File: src/rtl/br_pkg.sv
package br_pkg;
  typedef enum logic [3:0] {
    OP_JMP_ABS  = 4'd0,
    OP_JMP_REL  = 4'd1,
    OP_JMP_IND  = 4'd2,
    OP_BR_CY    = 4'd3,
    OP_BR_NCY   = 4'd4,
    OP_BR_Z     = 4'd5,
    OP_BR_NZ    = 4'd6,
    OP_BIT_SET  = 4'd7,
    OP_BIT_CLR  = 4'd8,
    OP_DEC_BR   = 4'd9
  } br_op_e;

  typedef enum logic [1:0] {
    SPC_SHORT   = 2'd0,
    SPC_SPECIAL = 2'd1,
    SPC_ACC     = 2'd2,
    SPC_STATUS  = 2'd3
  } bit_space_e;

  typedef enum logic [1:0] {
    DEC_B       = 2'd0,
    DEC_C       = 2'd1,
    DEC_MEM     = 2'd2,
    DEC_MEM_ALT = 2'd3
  } dec_tgt_e;

  localparam int unsigned LEN_W = 3;
  localparam int unsigned CYC_W = 4;
endpackage

File: src/rtl/br_timing.sv
module br_timing
  import br_pkg::*;
(
  input  br_op_e               op_i,
  input  bit_space_e           space_i,
  input  dec_tgt_e             dec_tgt_i,
  output logic [LEN_W-1:0]     len_o,
  output logic [CYC_W-1:0]     cycles_o
);
  always_comb begin
    len_o    = LEN_W'(1);
    cycles_o = CYC_W'(6);
    unique case (op_i)
      OP_JMP_ABS: begin len_o = LEN_W'(3); cycles_o = CYC_W'(6); end
      OP_JMP_REL: begin len_o = LEN_W'(2); cycles_o = CYC_W'(6); end
      OP_JMP_IND: begin len_o = LEN_W'(1); cycles_o = CYC_W'(6); end
      OP_BR_CY, OP_BR_NCY, OP_BR_Z, OP_BR_NZ: begin
        len_o    = LEN_W'(2);
        cycles_o = CYC_W'(6);
      end
      OP_BIT_SET, OP_BIT_CLR: begin
        if (space_i == SPC_ACC) begin
          len_o    = LEN_W'(3);
          cycles_o = CYC_W'(8);
        end else begin
          len_o    = LEN_W'(4);
          cycles_o = CYC_W'(10);
        end
      end
      OP_DEC_BR: begin
        if (dec_tgt_i == DEC_B || dec_tgt_i == DEC_C) begin
          len_o    = LEN_W'(2);
          cycles_o = CYC_W'(6);
        end else begin
          len_o    = LEN_W'(3);
          cycles_o = CYC_W'(8);
        end
      end
      default: begin
        len_o    = LEN_W'(1);
        cycles_o = CYC_W'(6);
      end
    endcase
  end
endmodule

File: src/rtl/br_cond.sv
module br_cond
  import br_pkg::*;
#(
  parameter int unsigned DW    = 8,
  localparam int unsigned SEL_W = $clog2(DW),
  localparam int unsigned N_SPC = 4
) (
  input  br_op_e            op_i,
  input  bit_space_e        space_i,
  input  dec_tgt_e          dec_tgt_i,
  input  logic [SEL_W-1:0]  bit_sel_i,
  input  logic              cy_i,
  input  logic              z_i,
  input  logic [DW-1:0]     short_i,
  input  logic [DW-1:0]     special_i,
  input  logic [DW-1:0]     status_i,
  input  logic [DW-1:0]     acc_i,
  input  logic [DW-1:0]     b_i,
  input  logic [DW-1:0]     c_i,
  output logic              taken_o,
  output logic              rel_o,
  output logic [DW-1:0]     dec_val_o,
  output logic              wr_b_o,
  output logic              wr_c_o,
  output logic              wr_mem_o
);
  logic [DW-1:0]    src [N_SPC];
  logic [N_SPC-1:0] tested;
  logic             bit_val;
  logic [DW-1:0]    dec_src;
  logic [DW-1:0]    dec_new;
  logic             is_dec;

  assign src[SPC_SHORT]   = short_i;
  assign src[SPC_SPECIAL] = special_i;
  assign src[SPC_ACC]     = acc_i;
  assign src[SPC_STATUS]  = status_i;

  for (genvar g = 0; g < N_SPC; g++) begin : g_bit
    assign tested[g] = src[g][bit_sel_i];
  end

  assign bit_val = tested[space_i];

  always_comb begin
    unique case (dec_tgt_i)
      DEC_B:   dec_src = b_i;
      DEC_C:   dec_src = c_i;
      default: dec_src = short_i;
    endcase
  end

  assign dec_new = dec_src - DW'(1);
  assign is_dec  = (op_i == OP_DEC_BR);

  always_comb begin
    taken_o = 1'b0;
    rel_o   = 1'b1;
    unique case (op_i)
      OP_JMP_ABS: begin taken_o = 1'b1; rel_o = 1'b0; end
      OP_JMP_IND: begin taken_o = 1'b1; rel_o = 1'b0; end
      OP_JMP_REL: taken_o = 1'b1;
      OP_BR_CY:   taken_o = cy_i;
      OP_BR_NCY:  taken_o = ~cy_i;
      OP_BR_Z:    taken_o = z_i;
      OP_BR_NZ:   taken_o = ~z_i;
      OP_BIT_SET: taken_o = bit_val;
      OP_BIT_CLR: taken_o = ~bit_val;
      OP_DEC_BR:  taken_o = |dec_new;
      default:    taken_o = 1'b0;
    endcase
  end

  assign dec_val_o = is_dec ? dec_new : '0;
  assign wr_b_o    = is_dec && (dec_tgt_i == DEC_B);
  assign wr_c_o    = is_dec && (dec_tgt_i == DEC_C);
  assign wr_mem_o  = is_dec && (dec_tgt_i == DEC_MEM || dec_tgt_i == DEC_MEM_ALT);
endmodule

File: src/rtl/br_target.sv
module br_target
  import br_pkg::*;
#(
  parameter int unsigned PC_W = 16,
  parameter int unsigned DW   = 8
) (
  input  br_op_e             op_i,
  input  logic               taken_i,
  input  logic               rel_i,
  input  logic [PC_W-1:0]    pc_i,
  input  logic [LEN_W-1:0]   len_i,
  input  logic [DW-1:0]      disp_i,
  input  logic [PC_W-1:0]    abs_i,
  input  logic [DW-1:0]      a_i,
  input  logic [DW-1:0]      x_i,
  output logic [PC_W-1:0]    next_pc_o
);
  localparam int unsigned EXT_W = PC_W - DW;

  logic [PC_W-1:0] seq_pc;
  logic [PC_W-1:0] rel_pc;
  logic [PC_W-1:0] ind_pc;

  assign seq_pc = pc_i + PC_W'(len_i);
  assign rel_pc = seq_pc + {{EXT_W{disp_i[DW-1]}}, disp_i};
  assign ind_pc = PC_W'({a_i, x_i});

  always_comb begin
    if (!taken_i)                next_pc_o = seq_pc;
    else if (rel_i)              next_pc_o = rel_pc;
    else if (op_i == OP_JMP_IND) next_pc_o = ind_pc;
    else                         next_pc_o = abs_i;
  end
endmodule

File: src/rtl/br_unit.sv
module br_unit
  import br_pkg::*;
#(
  parameter int unsigned PC_W = 16,
  parameter int unsigned DW   = 8,
  localparam int unsigned SEL_W = $clog2(DW)
) (
  input  logic              clk_i,
  input  logic              rst_ni,
  input  logic              valid_i,
  input  logic [3:0]        op_i,
  input  logic [1:0]        space_i,
  input  logic [1:0]        dec_tgt_i,
  input  logic [SEL_W-1:0]  bit_sel_i,
  input  logic [PC_W-1:0]   pc_i,
  input  logic [DW-1:0]     disp_i,
  input  logic [PC_W-1:0]   abs_i,
  input  logic              cy_i,
  input  logic              z_i,
  input  logic [DW-1:0]     short_i,
  input  logic [DW-1:0]     special_i,
  input  logic [DW-1:0]     status_i,
  input  logic [DW-1:0]     a_i,
  input  logic [DW-1:0]     x_i,
  input  logic [DW-1:0]     b_i,
  input  logic [DW-1:0]     c_i,
  output logic              valid_o,
  output logic              taken_o,
  output logic [PC_W-1:0]   next_pc_o,
  output logic [LEN_W-1:0]  len_o,
  output logic [CYC_W-1:0]  cycles_o,
  output logic [DW-1:0]     dec_val_o,
  output logic              wr_b_o,
  output logic              wr_c_o,
  output logic              wr_mem_o,
  output logic              cy_o,
  output logic              z_o
);
  br_op_e     op;
  bit_space_e spc;
  dec_tgt_e   dtgt;

  assign op   = br_op_e'(op_i);
  assign spc  = bit_space_e'(space_i);
  assign dtgt = dec_tgt_e'(dec_tgt_i);

  logic [LEN_W-1:0] len_d;
  logic [CYC_W-1:0] cyc_d;
  logic             taken_d;
  logic             rel_d;
  logic [DW-1:0]    dec_d;
  logic             wr_b_d;
  logic             wr_c_d;
  logic             wr_m_d;
  logic [PC_W-1:0]  npc_d;

  br_timing u_timing (
    .op_i      (op),
    .space_i   (spc),
    .dec_tgt_i (dtgt),
    .len_o     (len_d),
    .cycles_o  (cyc_d)
  );

  br_cond #(.DW(DW)) u_cond (
    .op_i      (op),
    .space_i   (spc),
    .dec_tgt_i (dtgt),
    .bit_sel_i (bit_sel_i),
    .cy_i      (cy_i),
    .z_i       (z_i),
    .short_i   (short_i),
    .special_i (special_i),
    .status_i  (status_i),
    .acc_i     (a_i),
    .b_i       (b_i),
    .c_i       (c_i),
    .taken_o   (taken_d),
    .rel_o     (rel_d),
    .dec_val_o (dec_d),
    .wr_b_o    (wr_b_d),
    .wr_c_o    (wr_c_d),
    .wr_mem_o  (wr_m_d)
  );

  br_target #(.PC_W(PC_W), .DW(DW)) u_target (
    .op_i      (op),
    .taken_i   (taken_d),
    .rel_i     (rel_d),
    .pc_i      (pc_i),
    .len_i     (len_d),
    .disp_i    (disp_i),
    .abs_i     (abs_i),
    .a_i       (a_i),
    .x_i       (x_i),
    .next_pc_o (npc_d)
  );

  always_ff @(posedge clk_i or negedge rst_ni) begin
    if (!rst_ni) begin
      valid_o <= 1'b0;
    end else begin
      valid_o <= valid_i;
    end
  end

  always_ff @(posedge clk_i or negedge rst_ni) begin
    if (!rst_ni) begin
      taken_o   <= 1'b0;
      next_pc_o <= '0;
      len_o     <= '0;
      cycles_o  <= '0;
      dec_val_o <= '0;
      wr_b_o    <= 1'b0;
      wr_c_o    <= 1'b0;
      wr_mem_o  <= 1'b0;
      cy_o      <= 1'b0;
      z_o       <= 1'b0;
    end else if (valid_i) begin
      taken_o   <= taken_d;
      next_pc_o <= npc_d;
      len_o     <= len_d;
      cycles_o  <= cyc_d;
      dec_val_o <= dec_d;
      wr_b_o    <= wr_b_d;
      wr_c_o    <= wr_c_d;
      wr_mem_o  <= wr_m_d;
      cy_o      <= cy_i;
      z_o       <= z_i;
    end
  end
endmodule

File: config.mk
export PLATFORM = sky130hd
export DESIGN_NAME = br_unit
export DESIGN_NICKNAME = d
export VERILOG_FILES = /design/src/rtl/br_pkg.sv /design/src/rtl/br_timing.sv /design/src/rtl/br_cond.sv /design/src/rtl/br_target.sv /design/src/rtl/br_unit.sv
export SDC_FILE = /design/constraint.sdc
export NUM_CORES = 1
export LEC_CHECK = 0
export ABC_CLOCK_PERIOD_IN_PS = 1200
export BUFFER_PORTS_ARGS = -buffer_cell sky130_fd_sc_hd__buf_2
export CORE_MARGIN = 3
export CORE_UTILIZATION = 30
export DETAILED_ROUTE_END_ITERATION = 8
export PLACE_DENSITY = 0.55
export SLEW_MARGIN = 10
export SYNTH_ARGS = -nofsm -noshare
export SYNTH_HDL_FRONTEND = slang
export SYNTH_SLANG_ARGS = --single-unit
File: constraint.sdc
create_clock -name clk_i -period 1.2 [get_ports clk_i]
set_clock_uncertainty 0.05 [all_clocks]
set_input_delay 0.24 -clock clk_i [delete_from_list [all_inputs] [get_ports clk_i]]
set_output_delay 0.24 -clock clk_i [all_outputs]
set_load 0.02 [all_outputs]
==> flow_summary.json <==
{
  "outcome": "finished, violations left",
  "violations": "setup timing",
  "drc": 0,
  "drv_cap": 0,
  "yosys_register_bits": 37,
  "start_util_pct": 31.2,
  "finalHoldViolCount": 0,
  "hold_class": "input pin to flip-flop",
  "dp_slack_ns": -2.57,
  "netlist_area_mm2": 0.00401,
  "grt_pass1_wl_um": 25300,
  "synth_warnings": 0,
  "synth_top_area_share_pct": 23.1,
  "syn_inst": 459,
  "path_clk_slew_ns": 0.06,
  "ant_nets": 0,
  "nets": 911,
  "final_cells": 949,
  "cpMostUsedCell": "ha_4",
  "p_leak_uw": 0.00348,
  "root_buffer": "clkbuf_16",
  "overflow": 0,
  "fp.dieH_um": 122,
  "firstDrtPassIters": 5,
  "synthArstFlopShare_pct": 100,
  "critPathCaptureType": "flip-flop",
  "htreeDepth": 2,
  "clock-sinks": 37,
  "diodes": 0,
  "drive_above_1_share_pct": 60.6,
  "hpwl_um": 12600,
  "core_area_mm2": 0.0128,
  "required_ns": 1.33,
  "synth.avg_cell_area_um2": 8.73,
  "yosysSeqAreaShare_pct": 23.1,
  "worst_slack_ns": -2.22,
  "finalCriticalPeriod_ns": 3.42,
  "slowest_stage": "xor2_1",
  "cts_buffers": 5,
  "crit_chain": "buf_8, nand2b_4, a31o_4, a222oi_1, buf_4, ha_4, a211o_1, nand2b_1, nor2_1, xor2_1, ha_4, nor3_4, nand2_1, a31oi_1, xnor2_1, o21ai_0, o31ai_1",
  "worstPathMaxFanout": 4,
  "fin_crit_sh_pct": 285,
  "synth.net_count": 594,
  "cts.path.max_buffers": 2,
  "total_power_uw": 6840,
  "grt_max_degree": 38,
  "power_density_mw_per_mm2": 922,
  "grt_pass1_vias": 5095,
  "grt_antenna_before_repair": 0,
  "worstSetupStartpointType": "input pin",
  "synth.top_cells.by_area": "dfrtp_1 23%, mux2i_1 7.5%, ha_1 6.6%, xnor2_1 3.5%, nor2_1 3.4%",
  "portBuffers": 148,
  "insertion_delay_ns": 0.28,
  "die_width_um": 122,
  "slew_violations": 0,
  "wl_um": 17100,
  "critPathKind": "input pin to flip-flop",
  "ys.flop_type": "dfrtp_1",
  "cpPeakStageDelay_ns": 0.33,
  "vdd_drop_max_mv": 0.662,
  "wl_per_cell_um": 18.0,
  "vias_per_cell": 5.38,
  "dieArea_mm2": 0.0148,
  "synth.most_common_cell": "dfrtp_1",
  "yosys-top-cells-count": "37 x dfrtp_1, 36 x nor2_1, 35 x nand2_1",
  "ios": 150,
  "clock.fmax_mhz": 292,
  "cts_tree": "built",
  "area_delta_synth_final_pct": 85.2,
  "synth-edff-count": 0,
  "rows": 41,
  "synth_cell_types": 72,
  "dp.cells": 899,
  "grt_usage_pct": 21.5,
  "setup_viol": 25,
  "arrival_ns": 3.55,
  "dr.first_iter.drc_count": 382,
  "rsz0062_at_grt": "true",
  "gp_congestion": 0.925,
  "yosysTopAreaCell": "dfrtp_1",
  "vias": 5105
}
## critical path: cells and delay by family
family,cells,cell delay [ns]
AO/OA/AOI/OAI,6,1.36
XOR/XNOR,2,0.49
buffers and inverters,2,0.31
adder cells (fa/ha/maj),2,0.49
AND/OR/NAND/NOR,5,0.66
## worst paths after layout
check	from	end	slack [ns]	cells after the start
worst max-delay path	space_i[0]	next_pc_o[10]	-2.22	17
worst min-delay path	z_i	z_o	0.19	2
worst max register to register	next_pc_o[6]	next_pc_o[6]	0.12	2
worst min register to register	cycles_o[2]	cycles_o[2]	0.43	1
max in group asynchronous	rst_ni	next_pc_o[14]	0.47	3
min in group asynchronous	rst_ni	next_pc_o[1]	0.43	3
## power breakdown
| group | switching [uW] | total [uW] | internal (uW) |
|---|---|---|---|
| sequential | 113 | 1520 | 1410 |
| combinational | 1980 | 4020 | 2040 |
| clock | 538 | 1300 | 764 |
| total | 2630 | 6840 | 4210 |
## repair_timing
item	4_1_cts	5_1_grt
buffers inserted	25	21
endpoints found under the setup margin	31	32
endpoints found under the hold margin	37	0
gates resized for setup	98	69
hold buffers	1	0
pin swaps	68	53
cloned	1	0
## stage by stage
step           utilization [%]  setup TNS (ns)  area (um^2)  hold slack (ns)
3_3_place_gp              47.9          -43.60         6150            0.166
4_1_cts                   54.1          -32.17         6940            0.189
6_report                  57.9          -33.03         7420            0.189
3_5_place_dp              47.9          -44.86         6150            0.176
2_1_floorplan                -          -35.43         4250           -0.106
5_1_grt                   57.9          -36.05         7420            0.193
## routing by layer
metal  track usage [%]  wire length (um)  vias up
li1                  -                 -     2370
met1              26.9              6850     2437
met2              38.8              8570      251
met3              2.60              1130       47
met4              6.58               539        0
met5                 0                 0        -
## area by class of cell
cell class / instances / area, um^2
Sequential cell: 37 / 926
Clock buffer: 6 / 129
Timing Repair Buffer: 334 / 2380
Clock inverter: 2 / 10.0
Multi-Input combinational cell: 386 / 3710
Fill cell: 1116 / 5400
Inverter: 12 / 45.0
Tap cell: 172 / 215
## state kept, by name, summed over array words and instances, names as in the netlist
| signal | flops |
|---|---|
| cy_o | 1 |
| cycles_o | 3 |
| wr_b_o | 1 |
| len_o | 3 |
| z_o | 1 |
| wr_mem_o | 1 |
| valid_o | 1 |
| wr_c_o | 1 |
| taken_o | 1 |
| next_pc_o | 16 |
| dec_val_o | 8 |
## kinds of logic (layout without fill, tap and decap cells)
| kind of cell | after synthesis | in the layout | share of synthesized area (%) |
|---|---|---|---|
| compound gates | 132 | 132 | 24.6 |
| buf+inv | 37 | 354 | 4.18 |
| mux | 48 | 49 | 15.0 |
| fa+ha+maj | 23 | 23 | 7.56 |
| flops | 37 | 37 | 23.1 |
| simple gates | 153 | 153 | 19.3 |
| other cells | 1 | 1 | 0.0936 |
| xor+xnor | 28 | 28 | 6.12 |
## layout by cell type, fill, tap and decap left out, types with 7 or more instances in the layout
master     synthesis  layout
nor2_1            36      29
a31oi_1           10      10
nand2_1           35      29
ha_1              21      10
o31ai_1            9       7
nor2b_1            8       7
mux2i_1           30      29
dfrtp_1           37      37
nand3_1           17      13
nand4_1            9       9
a21o_1            12      12
o2bb2ai_1          9       7
xnor2_1           16       9
buf_2              2     143
a21oi_1           20      11
xor2_1            12       7
a21oi_2            0       7
buf_4              3     148
buf_12             0       7
ha_4               0       9
buf_6              2      32
inv_1             11      10
nand2b_1           9       8
Power figures use the tool's default switching activity.
